==> src/rtl/bwa_pkg.sv <==
package bwa_pkg;

  typedef enum logic {
    OWN_CPU = 1'b0,
    OWN_DMA = 1'b1
  } bus_owner_e;

  // Wait count after one more counted tick.
  function automatic int unsigned wait_step(input int unsigned cnt);
    return cnt + 1;
  endfunction

  // True when the tick about to be counted is the last one of the budget.
  function automatic logic budget_spent(input int unsigned cnt,
                                        input int unsigned limit);
    return (cnt + 1) >= limit;
  endfunction

endpackage

==> src/rtl/bwa_cycle_track.sv <==
module bwa_cycle_track (
  input  logic clk,
  input  logic rst_n,
  input  logic cyc_start,
  input  logic data_ack_n,
  input  logic tgt_own_err,
  input  logic timeout_fire,
  output logic cyc_open,
  output logic cyc_exempt
);

  always_ff @(posedge clk or negedge rst_n) begin
    if (!rst_n) begin
      cyc_open   <= 1'b0;
      cyc_exempt <= 1'b0;
    end else if (cyc_start) begin
      cyc_open   <= 1'b1;
      cyc_exempt <= tgt_own_err;
    end else if (!data_ack_n || timeout_fire) begin
      cyc_open   <= 1'b0;
      cyc_exempt <= 1'b0;
    end
  end

  // A timeout always closes its cycle, so it cannot repeat.
  assert_err_closes_cycle_R7: assert property (@(posedge clk) disable iff (!rst_n)
    timeout_fire |=> !cyc_open);

  // A new cycle is open right after its start strobe.
  assert_start_opens_R5: assert property (@(posedge clk) disable iff (!rst_n)
    cyc_start |=> cyc_open);

endmodule

==> src/rtl/bwa_wait_timer.sv <==
module bwa_wait_timer #(
  parameter int unsigned WAIT_LIMIT = 128
) (
  input  logic clk,
  input  logic rst_n,
  input  logic timing_tick,
  input  logic cyc_start,
  input  logic cyc_open,
  input  logic cyc_exempt,
  input  logic addr_ack_n,
  input  logic data_ack_n,
  output logic timeout_fire,
  output logic err_q
);
  import bwa_pkg::*;

  localparam int unsigned CW = $clog2(WAIT_LIMIT + 1);

  logic [CW-1:0] wait_cnt;
  logic          ack_seen;
  logic          waiting;
  logic          count_now;

  assign ack_seen     = !addr_ack_n || !data_ack_n;
  assign waiting      = cyc_open && !cyc_exempt && !ack_seen && !cyc_start;
  assign count_now    = waiting && timing_tick;
  assign timeout_fire = count_now && budget_spent(32'(wait_cnt), WAIT_LIMIT);

  always_ff @(posedge clk or negedge rst_n) begin
    if (!rst_n) begin
      wait_cnt <= '0;
    end else if (cyc_start || ack_seen || timeout_fire) begin
      wait_cnt <= '0;
    end else if (count_now) begin
      wait_cnt <= CW'(wait_step(32'(wait_cnt)));
    end
  end

  always_ff @(posedge clk or negedge rst_n) begin
    if (!rst_n) err_q <= 1'b0;
    else        err_q <= timeout_fire;
  end

  assert_err_one_clock_R3: assert property (@(posedge clk) disable iff (!rst_n)
    err_q |=> !err_q);

  assert_count_on_tick_R2: assert property (@(posedge clk) disable iff (!rst_n)
    (wait_cnt > $past(wait_cnt)) |-> $past(timing_tick));

  assert_ack_clears_R4: assert property (@(posedge clk) disable iff (!rst_n)
    ack_seen |=> (wait_cnt == '0));

  assert_count_in_budget_R2: assert property (@(posedge clk) disable iff (!rst_n)
    32'(wait_cnt) < WAIT_LIMIT);

endmodule

==> src/rtl/bwa_arbiter.sv <==
module bwa_arbiter (
  input  logic clk,
  input  logic rst_n,
  input  logic dma_req,
  input  logic cpu_bus_busy,
  input  logic cyc_open,
  input  logic cyc_start,
  output logic dma_gnt,
  output logic cpu_gnt
);
  import bwa_pkg::*;

  bus_owner_e owner, owner_nx;
  logic       boundary_free;

  assign boundary_free = !cyc_open && !cyc_start && !cpu_bus_busy;

  always_comb begin
    owner_nx = owner;
    unique case (owner)
      OWN_CPU: if (dma_req && boundary_free) owner_nx = OWN_DMA;
      OWN_DMA: if (!dma_req)                 owner_nx = OWN_CPU;
      default: owner_nx = OWN_CPU;
    endcase
  end

  always_ff @(posedge clk or negedge rst_n) begin
    if (!rst_n) owner <= OWN_CPU;
    else        owner <= owner_nx;
  end

  assign dma_gnt = (owner == OWN_DMA);
  assign cpu_gnt = (owner == OWN_CPU);

  assert_grant_exclusive_R10: assert property (@(posedge clk) disable iff (!rst_n)
    $onehot({dma_gnt, cpu_gnt}));

  assert_dma_at_boundary_R8: assert property (@(posedge clk) disable iff (!rst_n)
    $rose(dma_gnt) |-> $past(dma_req && !cyc_open && !cyc_start && !cpu_bus_busy));

  assert_dma_release_R9: assert property (@(posedge clk) disable iff (!rst_n)
    (dma_gnt && !dma_req) |=> cpu_gnt);

endmodule

==> src/rtl/bus_wd_arbiter.sv <==
module bus_wd_arbiter #(
  parameter int unsigned WAIT_LIMIT = 128
) (
  input  logic clk,
  input  logic rst_n,
  input  logic timing_tick,
  input  logic cyc_start,
  input  logic addr_ack_n,
  input  logic data_ack_n,
  input  logic tgt_own_err,
  input  logic dma_req,
  input  logic cpu_bus_busy,
  output logic xfer_err_n,
  output logic dma_gnt,
  output logic cpu_gnt
);

  logic cyc_open;
  logic cyc_exempt;
  logic timeout_fire;
  logic err_q;

  bwa_cycle_track u_track (
    .clk          (clk),
    .rst_n        (rst_n),
    .cyc_start    (cyc_start),
    .data_ack_n   (data_ack_n),
    .tgt_own_err  (tgt_own_err),
    .timeout_fire (timeout_fire),
    .cyc_open     (cyc_open),
    .cyc_exempt   (cyc_exempt)
  );

  bwa_wait_timer #(.WAIT_LIMIT(WAIT_LIMIT)) u_timer (
    .clk          (clk),
    .rst_n        (rst_n),
    .timing_tick  (timing_tick),
    .cyc_start    (cyc_start),
    .cyc_open     (cyc_open),
    .cyc_exempt   (cyc_exempt),
    .addr_ack_n   (addr_ack_n),
    .data_ack_n   (data_ack_n),
    .timeout_fire (timeout_fire),
    .err_q        (err_q)
  );

  bwa_arbiter u_arb (
    .clk          (clk),
    .rst_n        (rst_n),
    .dma_req      (dma_req),
    .cpu_bus_busy (cpu_bus_busy),
    .cyc_open     (cyc_open),
    .cyc_start    (cyc_start),
    .dma_gnt      (dma_gnt),
    .cpu_gnt      (cpu_gnt)
  );

  assign xfer_err_n = !err_q;

  assert_exempt_silent_R6: assert property (@(posedge clk) disable iff (!rst_n)
    (cyc_open && cyc_exempt && !cyc_start) |=> xfer_err_n);

  assert_idle_silent_R11: assert property (@(posedge clk) disable iff (!rst_n)
    !cyc_open |=> xfer_err_n);

endmodule

==> config.mk <==
export PLATFORM = sky130hd
export DESIGN_NAME = bus_wd_arbiter
export DESIGN_NICKNAME = d
export VERILOG_FILES = /design/src/rtl/bwa_pkg.sv /design/src/rtl/bwa_cycle_track.sv /design/src/rtl/bwa_wait_timer.sv /design/src/rtl/bwa_arbiter.sv /design/src/rtl/bus_wd_arbiter.sv
export SDC_FILE = /design/constraint.sdc
export NUM_CORES = 1
export LEC_CHECK = 0
export ABC_AREA = 1
export BUFFER_PORTS_ARGS = -buffer_cell sky130_fd_sc_hd__buf_4
export CORE_AREA = 5 5 42 44
export CTS_CLUSTER_DIAMETER = 200
export CTS_CLUSTER_SIZE = 25
export DETAILED_ROUTE_END_ITERATION = 12
export DIE_AREA = 0 0 47 49
export PLACE_DENSITY_LB_ADDON = 0.3
export SKIP_CTS_REPAIR_TIMING = 1
export SYNTH_ARGS = -nofsm -noshare
export SYNTH_HDL_FRONTEND = slang
export SYNTH_SLANG_ARGS = --single-unit
==> constraint.sdc <==
create_clock -name clk -period 1.7 [get_ports clk]
set_input_delay 0 -clock clk [delete_from_list [all_inputs] [get_ports clk]]
set_output_delay 0 -clock clk [all_outputs]
set_load 0.01 [all_outputs]
== Word level (Yosys, flattened, before mapping) ==
Index checks and enable logic that the tools add are counted.
W data, S select, Z words.

* Equality and inequality tests: 0
* Div/mod/pow operators: 0
* Bitwise gates (word level): 1
* Reductions and logical operators: 22
* Shift operators: 0
* Multiply operators: 0
* Magnitude comparators: 1
* Muxes and demuxes: 8
* Add/sub/neg operators: 1

{| class="wikitable"
|+ Operator list
! cell !! number
|-
| $ge A32 B8 Y1 const B || 1
|-
| $mux W8 || 2
|-
| $add A8 B1 Y9 const B || 1
|-
| $logic_and A1 B1 Y1 || 8
|-
| $logic_not A1 Y1 || 8
|-
| $mux W1 || 5
|-
| $logic_or A1 B1 Y1 || 4
|-
| $reduce_bool A2 Y1 || 2
|-
| $pmux W1 S2 || 1
|-
| $not A1 Y1 || 1
|}

* Output and inout bits: 3
* Input port bits: 9
* Register bits: 12
* RAM bits: 0
* ROM bits: 0
* Latch bits: 0
* Memories: 0

== Depth between registers and ports, before layout ==
* Depth after elaboration: 10
* Depth in mapped cells: 8
* Mapped depth without buffers: 8

== Hierarchy ==
From an unflattened synthesis, not the netlist that was laid out.

* Cell total of the unflattened synthesis: 82
* Area, all modules: 705.7 um2

{| class="wikitable"
|+ Modules (own cells, without submodules)
! module !! times used !! cells an instance !! seq. area each (um2) !! area each (um2)
|-
| bwa_wait_timer || 1 || 65 || 225.2 || 568.0
|-
| bwa_cycle_track || 1 || 9 || 50.0 || 81.3
|-
| bwa_arbiter || 1 || 7 || 25.0 || 52.6
|-
| bus_wd_arbiter || 1 || 1 || 0.0 || 3.8
|}

== Worst setup path after synthesis ==
OpenSTA, ideal clock, no wires.

* Path type: register -> register
* From: register u_timer.wait_cnt[1]
* To: register u_timer.wait_cnt[2]
* Buffers on the path: 0
* Required time: 1580 ps
* Data arrival time: 1114 ps
* Stages on the path, launching flop included: 9
* Period minus slack after synthesis: 1233 ps
* Path slack: 467 ps
* Cells stage by stage: dfrtp_1 -> ha_1 -> nand2_1 -> nor2_1 -> nand2_1 -> nand3_2 -> nand2_4 -> nand2_4 -> nor2_1

* Word-level cells in the longest chain between the ends: 5

{| class="wikitable"
|+ RTL lines
! what !! line !! RTL
|-
| start, declared || bwa_wait_timer.sv:19 || <nowiki>logic [CW-1:0] wait_cnt;</nowiki>
|-
| start signal, assigned || bwa_wait_timer.sv:35 || <nowiki>wait_cnt <= CW'(wait_step(32'(wait_cnt)));</nowiki>
|-
| $add A8 B1 Y9 (*) || bwa_pkg.sv:16 || <nowiki>return (cnt + 1) >= limit;</nowiki>
|-
| $ge A32 B8 Y1 || bwa_pkg.sv:16 ||
|-
| $logic_and A1 B1 Y1 || bwa_wait_timer.sv:27 || <nowiki>assign timeout_fire = count_now && budget_spent(32'(wait_cnt), WAIT_LIMIT);</nowiki>
|-
| $logic_or A1 B1 Y1 || bwa_wait_timer.sv:32 || <nowiki>end else if (cyc_start || ack_seen || timeout_fire) begin</nowiki>
|-
| $mux W8 or $reduce_bool A2 Y1 (tied branches) || n/a ||
|}

Every way passes the cells marked *; elsewhere a longest branch is shown, timed or not. The select of a mux whose other input is x is not followed.
A chain may end at the register's enable or synchronous reset.

== Worst setup path after layout ==
* From: register u_timer.wait_cnt[1]
* To: register u_timer.wait_cnt[6]

Same word-level chain as after synthesis.

==> impl_metrics.ini <==
[worst_hold_path]
holdCritPathClass = input port to flip-flop

[logic_synthesis]
yosys.cell_types.count = 17
syn_inst = 77
synth_warnings = 0
synth_seq_area_share_pct = 46.33
synth-seq-cells = 12
synth.avg_cell_area_sq_um = 8.417
syn_nets = 88
syn_area_sq_um = 648.1

[power_and_ir_drop]
p_leak_nw = 0.4096
vdd_drop_max_mv = 0.4622
power_density_nw_per_um2 = 723.7
finalPower_mw = 0.6058

[worst_setup_path]
arrival_ns = 1.49
cp.required_ns = 1.86
end_kind = flip-flop
critical_path.max_fanout = 5
cp-start-kind = flip-flop
rrSetupSlack_ns = 0.37
worstSetupPathType = flip-flop to flip-flop

[layout]
layout-drive-gt1-share_pct = 27.84
postLayoutCellArea_sq_um = 837.1
synthToLayoutAreaGrowth_pct = 29.15
multi_input_area_sq_um = 310.3
seqCellArea_sq_um = 300.3
finish.utilization_pct = 59.73
fillers = 133
antenna_cells = 0
layout.nets = 109

[die]
start_util_pct = 46.25
die_h_microns = 49
io_pins = 12
core_sq_um = 1401
die-area_sq_um = 2303
die_w_microns = 47
core.rowCount = 14

[global_routing]
grt_first_pass_wirelength_mm = 1.980
antenna_found_initial = 0
grt_max_degree = 13
overflow = 0
grt_pass1_vias = 506
grt_use_total_pct = 11.57

[detailed_routing]
wire_per_inst_microns = 9.823
viasPerCell = 4.549
detail-route-antenna-nets = 0
drt_iter0_markers = 2
routed_wirelength_mm = 1.110
drc = 0
drt-pass1-iter-count = 4
num_vias = 514

[sta]
finClkSkew_ns = 0.001376
rsz0062_at_grt = false
setup_viol = 0
setup_ws_ns = 0.3674
drv_slew = 0
slew_headroom_pct = 87.99
worstMarginPinSlew_ns = 0.1800
fmax_mhz = 750.4
fin_crit_ns = 1.333
hold_viol = 0
period_share_pct = 78.39
final.setup.tns_ns = 0

[cts]
numCtsBuffers = 3
clock-root-buffer = clkbuf_4
cts_tree = built
cts_sinks = 12
cts_max_level = 1
cts.clk_slew.worst_paths_ns = 0.07
clockBufferDepth = 2
insertion_delay_ns = 0.27

[place]
port-buffer-count = 11
place_area_sq_um = 750.7
dp_hpwl_microns = 894.1
dpl_worst_slack_ns = 0.3673
place.gp.congestion = 0.7400

[run_status]
outcome = completed

[run]
drv_cap = 0
state kept, by name, summed over array words and instances (netlist names):
name                count
u_track.cyc_open        1
u_timer.err_q           1
u_arb.dma_gnt           1
u_timer.wait_cnt        8
u_track.cyc_exempt      1
path summary, 6_finish.rpt:
kind                                      from             endpoint  cells past startpoint
max in group asynchronous                rst_n        u_arb.dma_gnt                      2
min in group asynchronous                rst_n  u_timer.wait_cnt[2]                      2
max reg2reg                u_timer.wait_cnt[1]  u_timer.wait_cnt[6]                      8
min reg2reg                      u_arb.dma_gnt        u_arb.dma_gnt                      1
max                        u_timer.wait_cnt[1]  u_timer.wait_cnt[6]                      8
min                               cpu_bus_busy        u_arb.dma_gnt                      3
placed cells by master (no fill, tap or decap), drive strengths merged:
cell type,Yosys,routed
nand4,2,2
dfrtp,12,12
nand3b,1,1
o21a,1,1
buf,0,11
nor3,2,2
inv,10,10
nand2,22,22
nand3,5,5
dlygate4sd3,0,5
o21ai,1,1
xor2,4,4
clkbuf,0,4
ha,2,2
a21oi,1,1
nor2,14,14
Yosys cell counts:
library cell	n	area, sq um
nand2_1	17	63.81
dfrtp_1	12	300.3
inv_1	10	37.54
nor2_1	8	30.03
nor2_2	6	37.54
nand3_1	4	20.02
xor2_1	4	35.03
nand2_2	3	18.77
ha_1	2	25.02
nand2_4	2	22.52
nand4_1	2	12.51
nor3_1	2	10.01
a21oi_1	1	5.000
nand3_2	1	10.01
nand3b_1	1	7.510
o21a_1	1	7.510
o21ai_1	1	5.000
critical path, stage by stage (launching register included):
cell and delay (ns):
dfrtp_1 0.40, ha_1 0.21, nand2_1 0.06, nor2_1 0.16, nand2_1 0.10, nand3_2 0.10
nand2_4 0.07, nand2_4 0.09, nor2_2 0.05
logic make-up after synthesis:
group           after synthesis  synth area share [%]
fa+ha+maj                     2                 3.860
compound gates                3                 2.702
buf+inv                      10                 5.792
xor+xnor                      4                 5.405
flops                        12                 46.33
simple gates                 46                 35.91
metrics by stage:
step	hold slack [ns]	instances
6_report	0.02526	113
5_1_grt	0.04504	113
4_1_cts	-0.4438	108
3_5_place_dp	-0.1536	104
3_3_place_gp	-0.1549	104
2_1_floorplan	-0.2956	77
per-layer routing:
| layer | routed length, microns | GRT usage, % | vias to the layer above | share of wire [%] |
|---|---|---|---|---|
| met5 | 0 | 0 | - | 0 |
| met1 | 509 | 15.63 | 222 | 46 |
| li1 | - | - | 279 | - |
| met3 | 46 | 2.583 | 2 | 4.1 |
| met2 | 550 | 16.97 | 11 | 50 |
| met4 | 4 | 5.530 | 0 | 0.36 |
power by group:
part	switching, mW	internal, mW
Sequential	0.0102	0.298
Clock	0.0882	0.130
Combinational	0.0407	0.0382
Total	0.139	0.467
final cells by class:
class | count | area share [%]
flip-flops and latches | 12 | 35.87
well taps | 16 | 2.392
repair buffers | 16 | 15.84
clock buffers | 4 | 4.335
multi-input cells | 55 | 37.07
inverters | 10 | 4.484
Note: power is estimated with default switching activity, not from simulation.
